--- config.mk ---
export PLATFORM = sky130hd
export DESIGN_NAME = cell_age_arbiter
export DESIGN_NICKNAME = d
export VERILOG_FILES = /design/src/rtl/cell_arb_pkg.sv /design/src/rtl/cell_fifo.sv /design/src/rtl/cell_slot_timer.sv /design/src/rtl/cell_age_pick.sv /design/src/rtl/cell_age_arbiter.sv
export SDC_FILE = /design/constraint.sdc
export NUM_CORES = 2
export LEC_CHECK = 0
export BUFFER_PORTS_ARGS = -buffer_cell sky130_fd_sc_hd__buf_2
export CAP_MARGIN = 30
export CORE_MARGIN = 2
export CORE_UTILIZATION = 49
export CTS_BUF_LIST = sky130_fd_sc_hd__clkbuf_2
export DETAILED_ROUTE_END_ITERATION = 8
export GPL_ROUTABILITY_DRIVEN = 0
export SLEW_MARGIN = 40
export SYNTH_ARGS = -nofsm -noshare
export SYNTH_HDL_FRONTEND = slang
export SYNTH_SLANG_ARGS = --single-unit
--- constraint.sdc ---
create_clock -name clk -period 14.1 [get_ports clk]
set_input_delay 2.115 -clock clk [delete_from_list [all_inputs] [get_ports clk]]
set_output_delay 2.115 -clock clk [all_outputs]
set_load 0.005 [all_outputs]
--- src/rtl/cell_arb_pkg.sv ---
package cell_arb_pkg;

  typedef enum logic [1:0] {
    SRC_NONE    = 2'd0,
    SRC_LOCAL   = 2'd1,
    SRC_TRANSIT = 2'd2
  } src_e;

endpackage

--- src/rtl/cell_fifo.sv ---
module cell_fifo #(
  parameter int DEPTH = 16,
  parameter int W     = 24
) (
  input  logic                         clk,
  input  logic                         rst,
  input  logic                         push,
  input  logic [W-1:0]                 wdata,
  input  logic                         pop,
  output logic [W-1:0]                 rdata,
  output logic                         empty,
  output logic                         full,
  output logic [$clog2(DEPTH+1)-1:0]   cnt
);

  localparam int AW = (DEPTH > 1) ? $clog2(DEPTH) : 1;
  localparam int CW = $clog2(DEPTH+1);

  logic [W-1:0]  mem [DEPTH];
  logic [AW-1:0] wr_ptr, rd_ptr;
  logic          do_push, do_pop;

  assign empty   = (cnt == '0);
  assign full    = (cnt == CW'(DEPTH));
  assign do_push = push && !full;
  assign do_pop  = pop && !empty;
  assign rdata   = mem[rd_ptr];

  always_ff @(posedge clk) begin
    if (do_push) mem[wr_ptr] <= wdata;
  end

  always_ff @(posedge clk) begin
    if (rst) begin
      wr_ptr <= '0;
      rd_ptr <= '0;
      cnt    <= '0;
    end else begin
      if (do_push) wr_ptr <= (wr_ptr == AW'(DEPTH-1)) ? '0 : wr_ptr + 1'b1;
      if (do_pop)  rd_ptr <= (rd_ptr == AW'(DEPTH-1)) ? '0 : rd_ptr + 1'b1;
      cnt <= cnt + CW'(do_push) - CW'(do_pop);
    end
  end

  // occupancy never exceeds the depth
  a_r10_count_bound: assert property (@(posedge clk) disable iff (rst)
    cnt <= CW'(DEPTH));

  // a push into a full queue without a pop leaves occupancy unchanged
  a_r10_full_push_dropped: assert property (@(posedge clk) disable iff (rst)
    (full && push && !pop) |=> (cnt == $past(cnt)));

endmodule

--- src/rtl/cell_slot_timer.sv ---
module cell_slot_timer #(
  parameter int SLOT_CYC  = 8,
  parameter int TS_PERIOD = 1,
  parameter int TS_W      = 8
) (
  input  logic            clk,
  input  logic            rst,
  output logic            slot_start,
  output logic [TS_W-1:0] ts_now
);

  localparam int SW = (SLOT_CYC  > 1) ? $clog2(SLOT_CYC)  : 1;
  localparam int PW = (TS_PERIOD > 1) ? $clog2(TS_PERIOD) : 1;

  logic [SW-1:0] slot_cnt;
  logic [PW-1:0] per_cnt;

  assign slot_start = (slot_cnt == '0);

  always_ff @(posedge clk) begin
    if (rst) begin
      slot_cnt <= '0;
      per_cnt  <= '0;
      ts_now   <= '0;
    end else if (slot_cnt == SW'(SLOT_CYC-1)) begin
      slot_cnt <= '0;
      if (per_cnt == PW'(TS_PERIOD-1)) begin
        per_cnt <= '0;
        ts_now  <= ts_now + 1'b1;
      end else begin
        per_cnt <= per_cnt + 1'b1;
      end
    end else begin
      slot_cnt <= slot_cnt + 1'b1;
    end
  end

  // the timestamp only ever steps forward by one
  a_r7_ts_step: assert property (@(posedge clk) disable iff (rst)
    !$stable(ts_now) |-> (ts_now == $past(ts_now) + 1'b1));

  // the timestamp only moves right after a slot boundary
  a_r7_ts_at_boundary: assert property (@(posedge clk) disable iff (rst)
    !$stable(ts_now) |-> slot_start);

endmodule

--- src/rtl/cell_age_pick.sv ---
module cell_age_pick
  import cell_arb_pkg::*;
#(
  parameter int TS_W    = 8,
  parameter int STAGE_K = 2
) (
  input  logic            clk,
  input  logic            rst,
  input  logic            lreq,
  input  logic            treq,
  input  logic [TS_W-1:0] lts,
  input  logic [TS_W-1:0] tts,
  input  logic            go,
  output src_e            pick
);

  localparam int TW = (STAGE_K > 1) ? $clog2(STAGE_K) : 1;
  localparam logic [TS_W-1:0] HALF = {1'b1, {(TS_W-1){1'b0}}};

  logic [TW-1:0]   tie_cnt;
  logic [TS_W-1:0] d_tl, d_lt;
  logic            l_older, t_older, ts_tie, tie_fire;

  assign d_tl   = tts - lts;
  assign d_lt   = lts - tts;
  assign ts_tie = (lts == tts);

  always_comb begin
    l_older = 1'b0;
    t_older = 1'b0;
    if (lts < tts) begin
      l_older = (d_tl < HALF);
      t_older = !l_older;
    end else if (lts > tts) begin
      t_older = (d_lt < HALF);
      l_older = !t_older;
    end
  end

  always_comb begin
    pick = SRC_NONE;
    if (lreq && !treq)      pick = SRC_LOCAL;
    else if (!lreq && treq) pick = SRC_TRANSIT;
    else if (lreq && treq) begin
      if (l_older)               pick = SRC_LOCAL;
      else if (t_older)          pick = SRC_TRANSIT;
      else if (tie_cnt == '0)    pick = SRC_LOCAL;
      else                       pick = SRC_TRANSIT;
    end
  end

  assign tie_fire = go && lreq && treq && ts_tie;

  always_ff @(posedge clk) begin
    if (rst) begin
      tie_cnt <= '0;
    end else if (tie_fire) begin
      tie_cnt <= (tie_cnt == TW'(STAGE_K-1)) ? '0 : tie_cnt + 1'b1;
    end
  end

  // the tie counter stays within 0..STAGE_K-1
  a_r6_tie_cnt_bound: assert property (@(posedge clk) disable iff (rst)
    tie_cnt <= TW'(STAGE_K-1));

  // the tie counter holds unless a tie was resolved
  a_r6_tie_cnt_hold: assert property (@(posedge clk) disable iff (rst)
    !tie_fire |=> $stable(tie_cnt));

endmodule

--- src/rtl/cell_age_arbiter.sv ---
module cell_age_arbiter
  import cell_arb_pkg::*;
#(
  parameter int STAGE_K   = 2,
  parameter int TS_W      = 8,
  parameter int TS_PERIOD = 1,
  parameter int SLOT_CYC  = 8,
  parameter int LQ_DEPTH  = 128,
  parameter int TQ_DEPTH  = 16,
  parameter int PAY_W     = 16
) (
  input  logic             clk,
  input  logic             rst,
  input  logic             loc_valid,
  input  logic [PAY_W-1:0] loc_data,
  input  logic             up_valid,
  input  logic [TS_W-1:0]  up_ts,
  input  logic [PAY_W-1:0] up_data,
  output logic             up_nack,
  input  logic             dn_nack,
  output logic             dn_valid,
  output logic [TS_W-1:0]  dn_ts,
  output logic [PAY_W-1:0] dn_data
);

  localparam int CELL_W = TS_W + PAY_W;
  localparam int LCW    = $clog2(LQ_DEPTH+1);
  localparam int TCW    = $clog2(TQ_DEPTH+1);

  logic              slot_start;
  logic [TS_W-1:0]   ts_now;
  logic [CELL_W-1:0] lq_head, tq_head;
  logic              lq_empty, tq_empty, tq_full;
  logic              lq_full_unused;
  logic [LCW-1:0]    lq_cnt_unused;
  logic [TCW-1:0]    tq_cnt, tq_cnt_nxt;
  logic              go, pop_l, pop_t, t_push;
  src_e              pick;

  cell_slot_timer #(
    .SLOT_CYC (SLOT_CYC),
    .TS_PERIOD(TS_PERIOD),
    .TS_W     (TS_W)
  ) u_timer (
    .clk       (clk),
    .rst       (rst),
    .slot_start(slot_start),
    .ts_now    (ts_now)
  );

  cell_fifo #(
    .DEPTH(LQ_DEPTH),
    .W    (CELL_W)
  ) u_local_q (
    .clk  (clk),
    .rst  (rst),
    .push (loc_valid),
    .wdata({ts_now, loc_data}),
    .pop  (pop_l),
    .rdata(lq_head),
    .empty(lq_empty),
    .full (lq_full_unused),
    .cnt  (lq_cnt_unused)
  );

  generate
    if (STAGE_K > 1) begin : g_transit
      cell_fifo #(
        .DEPTH(TQ_DEPTH),
        .W    (CELL_W)
      ) u_transit_q (
        .clk  (clk),
        .rst  (rst),
        .push (up_valid),
        .wdata({up_ts, up_data}),
        .pop  (pop_t),
        .rdata(tq_head),
        .empty(tq_empty),
        .full (tq_full),
        .cnt  (tq_cnt)
      );
      assign t_push = up_valid && !tq_full;
    end else begin : g_top_stage
      logic unused_up;
      assign unused_up = ^{up_valid, up_ts, up_data};
      assign tq_head   = '0;
      assign tq_empty  = 1'b1;
      assign tq_full   = 1'b0;
      assign tq_cnt    = '0;
      assign t_push    = 1'b0;
    end
  endgenerate

  assign go = slot_start && !dn_nack;

  cell_age_pick #(
    .TS_W   (TS_W),
    .STAGE_K(STAGE_K)
  ) u_pick (
    .clk (clk),
    .rst (rst),
    .lreq(!lq_empty),
    .treq(!tq_empty),
    .lts (lq_head[CELL_W-1 -: TS_W]),
    .tts (tq_head[CELL_W-1 -: TS_W]),
    .go  (go),
    .pick(pick)
  );

  assign pop_l      = go && (pick == SRC_LOCAL);
  assign pop_t      = go && (pick == SRC_TRANSIT);
  assign tq_cnt_nxt = tq_cnt + TCW'(t_push) - TCW'(pop_t);

  always_ff @(posedge clk) begin
    if (rst) begin
      dn_valid <= 1'b0;
      dn_ts    <= '0;
      dn_data  <= '0;
      up_nack  <= 1'b0;
    end else begin
      dn_valid <= pop_l || pop_t;
      if (pop_l) {dn_ts, dn_data} <= lq_head;
      else if (pop_t) {dn_ts, dn_data} <= tq_head;
      up_nack <= (STAGE_K > 1) && ((TCW'(TQ_DEPTH) - tq_cnt_nxt) < TCW'(2));
    end
  end

  // a cell leaves only right after a slot's first clock
  a_r2_send_on_slot: assert property (@(posedge clk) disable iff (rst)
    dn_valid |-> $past(slot_start));

  // backpressure from below vetoes the slot
  a_r3_nack_blocks: assert property (@(posedge clk) disable iff (rst)
    (slot_start && dn_nack) |=> !dn_valid);

  // the upward nack follows transit occupancy
  a_r8_nack_level: assert property (@(posedge clk) disable iff (rst)
    (STAGE_K > 1) |-> (up_nack == (tq_cnt >= TCW'(TQ_DEPTH-1))));

  // the top stage never pushes back
  a_r9_top_quiet: assert property (@(posedge clk) disable iff (rst)
    (STAGE_K == 1) |-> !up_nack);

endmodule

==> run_results.csv <==
group,metric,value,unit
outcome,status,"finished clean",
detailed_routing,drc,0,
min_path,hold_class,"input pin to register",
detailed_routing,vias,70500,
pwr,total_leakage_power,47.9,nW
clocking,cts_buffers,850,
clocking,h-tree-depth,6,
critical_path,path_buf_inv,7,
clocking,cts_max_path_buffers,4,
detailed_routing,drt-initial-drc-count,9849,
grt,first_global_vias,70900,
floorplanning,die-area,283000,µm²
finish,area_growth,10.6,%
timing,hold_violations,0,
critical_path,path_class,"register to register",
placement,place_inst,9776,
critical_path,cp_slowest_cell,"buf_4",
detailed_routing,avgViaCountPerCell,6.25,
synth,synth.distinct_cells,80,
floorplanning,ios,71,
floorplanning,die_x,532,µm
clocking,tritoncts,"built",
floorplanning,die_h,532,µm
synth,synth_edf_count,3456,
placement,port-buffer-count,70,
clocking,cts.sinks,3540,
floorplanning,initial_core_util,49.4,%
critical_path,critical-path-max-stage-delay,0.74,ns
synth,ys_ff_latch,3540,
detailed_routing,first_pass_iters,6,
critical_path,worstPathArrival,10.25,ns
grt,grt.overflow.total,0,
pwr,power_density,144,nW/µm²
synth,async_reset_ff_share,0,%
clocking,path_clk_slew,0.10,ns
timing,max_slew_margin,34.3,%
timing,slew_violations,0,
floorplanning,fp.coreArea,277000,µm²
grt,grt_use_total,27.7,%
synth,synth_area,137000,µm²
critical_path,critPathCaptureType,"register",
synth,synth.net_count,6125,
timing,fmax,0.122,GHz
timing,period_minus_slack,8.18,ns
detailed_routing,wl_per_cell,35.0,µm
critical_path,path_delay_family,"buffers and inverters",
detailed_routing,wirelength,395000,µm
grt,antenna_found_initial,31,
timing,rsz0062_at_grt,"false",
timing,setup-violations-final,0,
pwr,vdd_ir_drop_max,0.000117,V
timing,skew,0.178,ns
critical_path,critPathMaxFanout,45,
grt,grt_max_degree,115,
floorplanning,rows,193,
clocking,ctsRootBufferMaster,"clkbuf_2",
job,drv_cap,0,
timing,worst_slew_pin_slew,0.983,ns
clocking,clock_latency,2.25,ns
synth,syn_inst,6036,
synth,avgSynthCellArea,22.6,µm²
finish,finalNonFillerCells,11300,
synth,yosysWarnings,0,
synth,synthFlopType,"edfxtp_1",
synth,ys_seq_area_share,77.1,%
timing,min_period_over_period,58.0,%
timing,finalSetupTns,0,ns
critical_path,required,16.17,ns
grt,grt_pass1_wl,548000,µm
placement,post-dp-hpwl,229000,µm
finish,nets,7027,
finish,drive_gt1_share,37.7,%
detailed_routing,drtAntennaViolNets,0,
critical_path,worst_setup_path_start_kind,"register",
-- stage by stage --
stage	setup slack, ns	area, µm²	util (%)	power [mW]	hold WS, ns
floorplan	8.13	137000	-	14.2	0.427
global placement	5.22	143000	51.5	15.4	0.442
detailed placement	5.87	143000	51.8	15.4	0.457
CTS	5.77	151000	54.5	21.9	0.00102
global route	5.52	151000	54.6	22.6	0.0953
finish	5.92	151000	54.6	21.7	0.297
-- kinds of logic after synthesis --
group / synth area share [%]
simple gates: 2.00
compound gates: 1.79
fa+ha+maj: 0.408
buf+inv: 1.45
mux: 17.1
flops: 77.1
xor+xnor: 0.154
-- per-layer routing --
| layer | track usage [%] | wire length (µm) | vias up |
|---|---|---|---|
| met1 | 39.1 | 155000 | 37700 |
| met2 | 41.5 | 182000 | 4191 |
| li1 | - | - | 28000 |
| met4 | 10.7 | 15000 | 22 |
| met5 | 0 | 367 | - |
| met3 | 7.62 | 43400 | 657 |
-- worst register-to-register path, stage by stage (launching register included) --
cell      delay [ns]
dfxtp_4         0.51
inv_8           0.54
buf_4           0.75
buf_4           0.69
mux4_2          0.71
o22ai_1         0.52
or4_1           0.32
nand3_1         0.19
inv_1           0.14
ha_1            0.22
nand4_1         0.19
a21o_1          0.22
and4b_1         0.19
nor4_1          0.47
a21oi_4         0.09
buf_4           0.31
inv_1           0.16
ha_1            0.15
inv_1           0.06
ha_1            0.26
a21o_1          0.17
a21oi_1         0.22
o21bai_1        0.09
a21oi_1         0.23
o21bai_1        0.10
a21oi_1         0.16
mux2_2          0.34
-- cells in the final DEF (no fill, tap or decap), drive strengths merged, types with 10 or more instances in the layout --
| cell | n |
|---|---|
| dfxtp | 84 |
| nand2 | 174 |
| xor2 | 14 |
| buf | 355 |
| or3 | 11 |
| xnor2 | 10 |
| a211oi | 13 |
| nor2b | 26 |
| nor3 | 19 |
| o22ai | 25 |
| a21oi | 76 |
| mux2 | 18 |
| diode | 16 |
| clkinv | 217 |
| o21ai | 51 |
| a32oi | 19 |
| nand3 | 54 |
| nand4 | 21 |
| nor2 | 246 |
| a221oi | 11 |
| clkbuf | 1226 |
| mux4 | 974 |
| ha | 43 |
| mux2i | 110 |
| o211ai | 17 |
| edfxtp | 3456 |
| inv | 65 |
| a22oi | 42 |
| and3 | 11 |
| a31oi | 23 |
-- state kept, by name, indices dropped and copies added (netlist names), named ones only --
name	flops
u_local_q.mem	3072
dn_ts	8
u_timer.slot_cnt	3
u_pick.tie_cnt	1
g_transit.u_transit_q.rd_ptr	4
g_transit.u_transit_q.cnt	5
u_timer.ts_now	8
dn_valid	1
dn_data	16
up_nack	1
u_local_q.cnt	8
g_transit.u_transit_q.mem	384
u_local_q.wr_ptr	7
u_local_q.rd_ptr	7
g_transit.u_transit_q.wr_ptr	4
-- cell type report --
type | instances | area [µm²]
Fill cell | 21500 | 126000
Sequential cell | 3540 | 106000
Multi-Input combinational cell | 2140 | 30100
Clock buffer | 1224 | 6130
Tap cell | 3705 | 4640
Timing Repair Buffer | 363 | 3270
Clock inverter | 252 | 1340
Inverter | 43 | 173
Antenna cell | 16 | 40.0
-- timing repair --
item	4_1_cts	5_1_grt
gates resized for setup	0	0
hold endpoints to repair	17	0
setup buffers	0	0
hold buffers	6	0
-- cells in the mapped netlist, drive strengths merged, types with 42 or more instances --
cell / number / share of area [%]
mux2i: 110 / 0.81
buf: 223 / 1.1
nand2: 174 / 0.48
edfxtp: 3456 / 76
a22oi: 42 / 0.23
clkbuf: 90 / 0.25
a21oi: 76 / 0.28
ha: 43 / 0.39
o21ai: 51 / 0.19
mux4: 974 / 16
nor2: 246 / 0.68
nand3: 54 / 0.20
dfxtp: 84 / 1.2
-- report_power, final --
group	internal [mW]	switching, mW	leakage, nW
registers	11.6	0.0918	32.1
logic	1.52	1.98	10.1
clock network	2.46	4.10	5.70
-- final timing paths --
path                  startpoint  cells after the start  slack [ns]                              end
max                     register                     26        5.92                 u_local_q.cnt[7]
min reg2reg  u_timer.slot_cnt[0]                      1        0.46              u_timer.slot_cnt[0]
min                   up_data[0]                      1        0.30  g_transit.u_transit_q.mem[9][0]
max reg2reg             register                     26        5.92                 u_local_q.cnt[7]
Note: power is estimated with default switching activity, not from simulation.
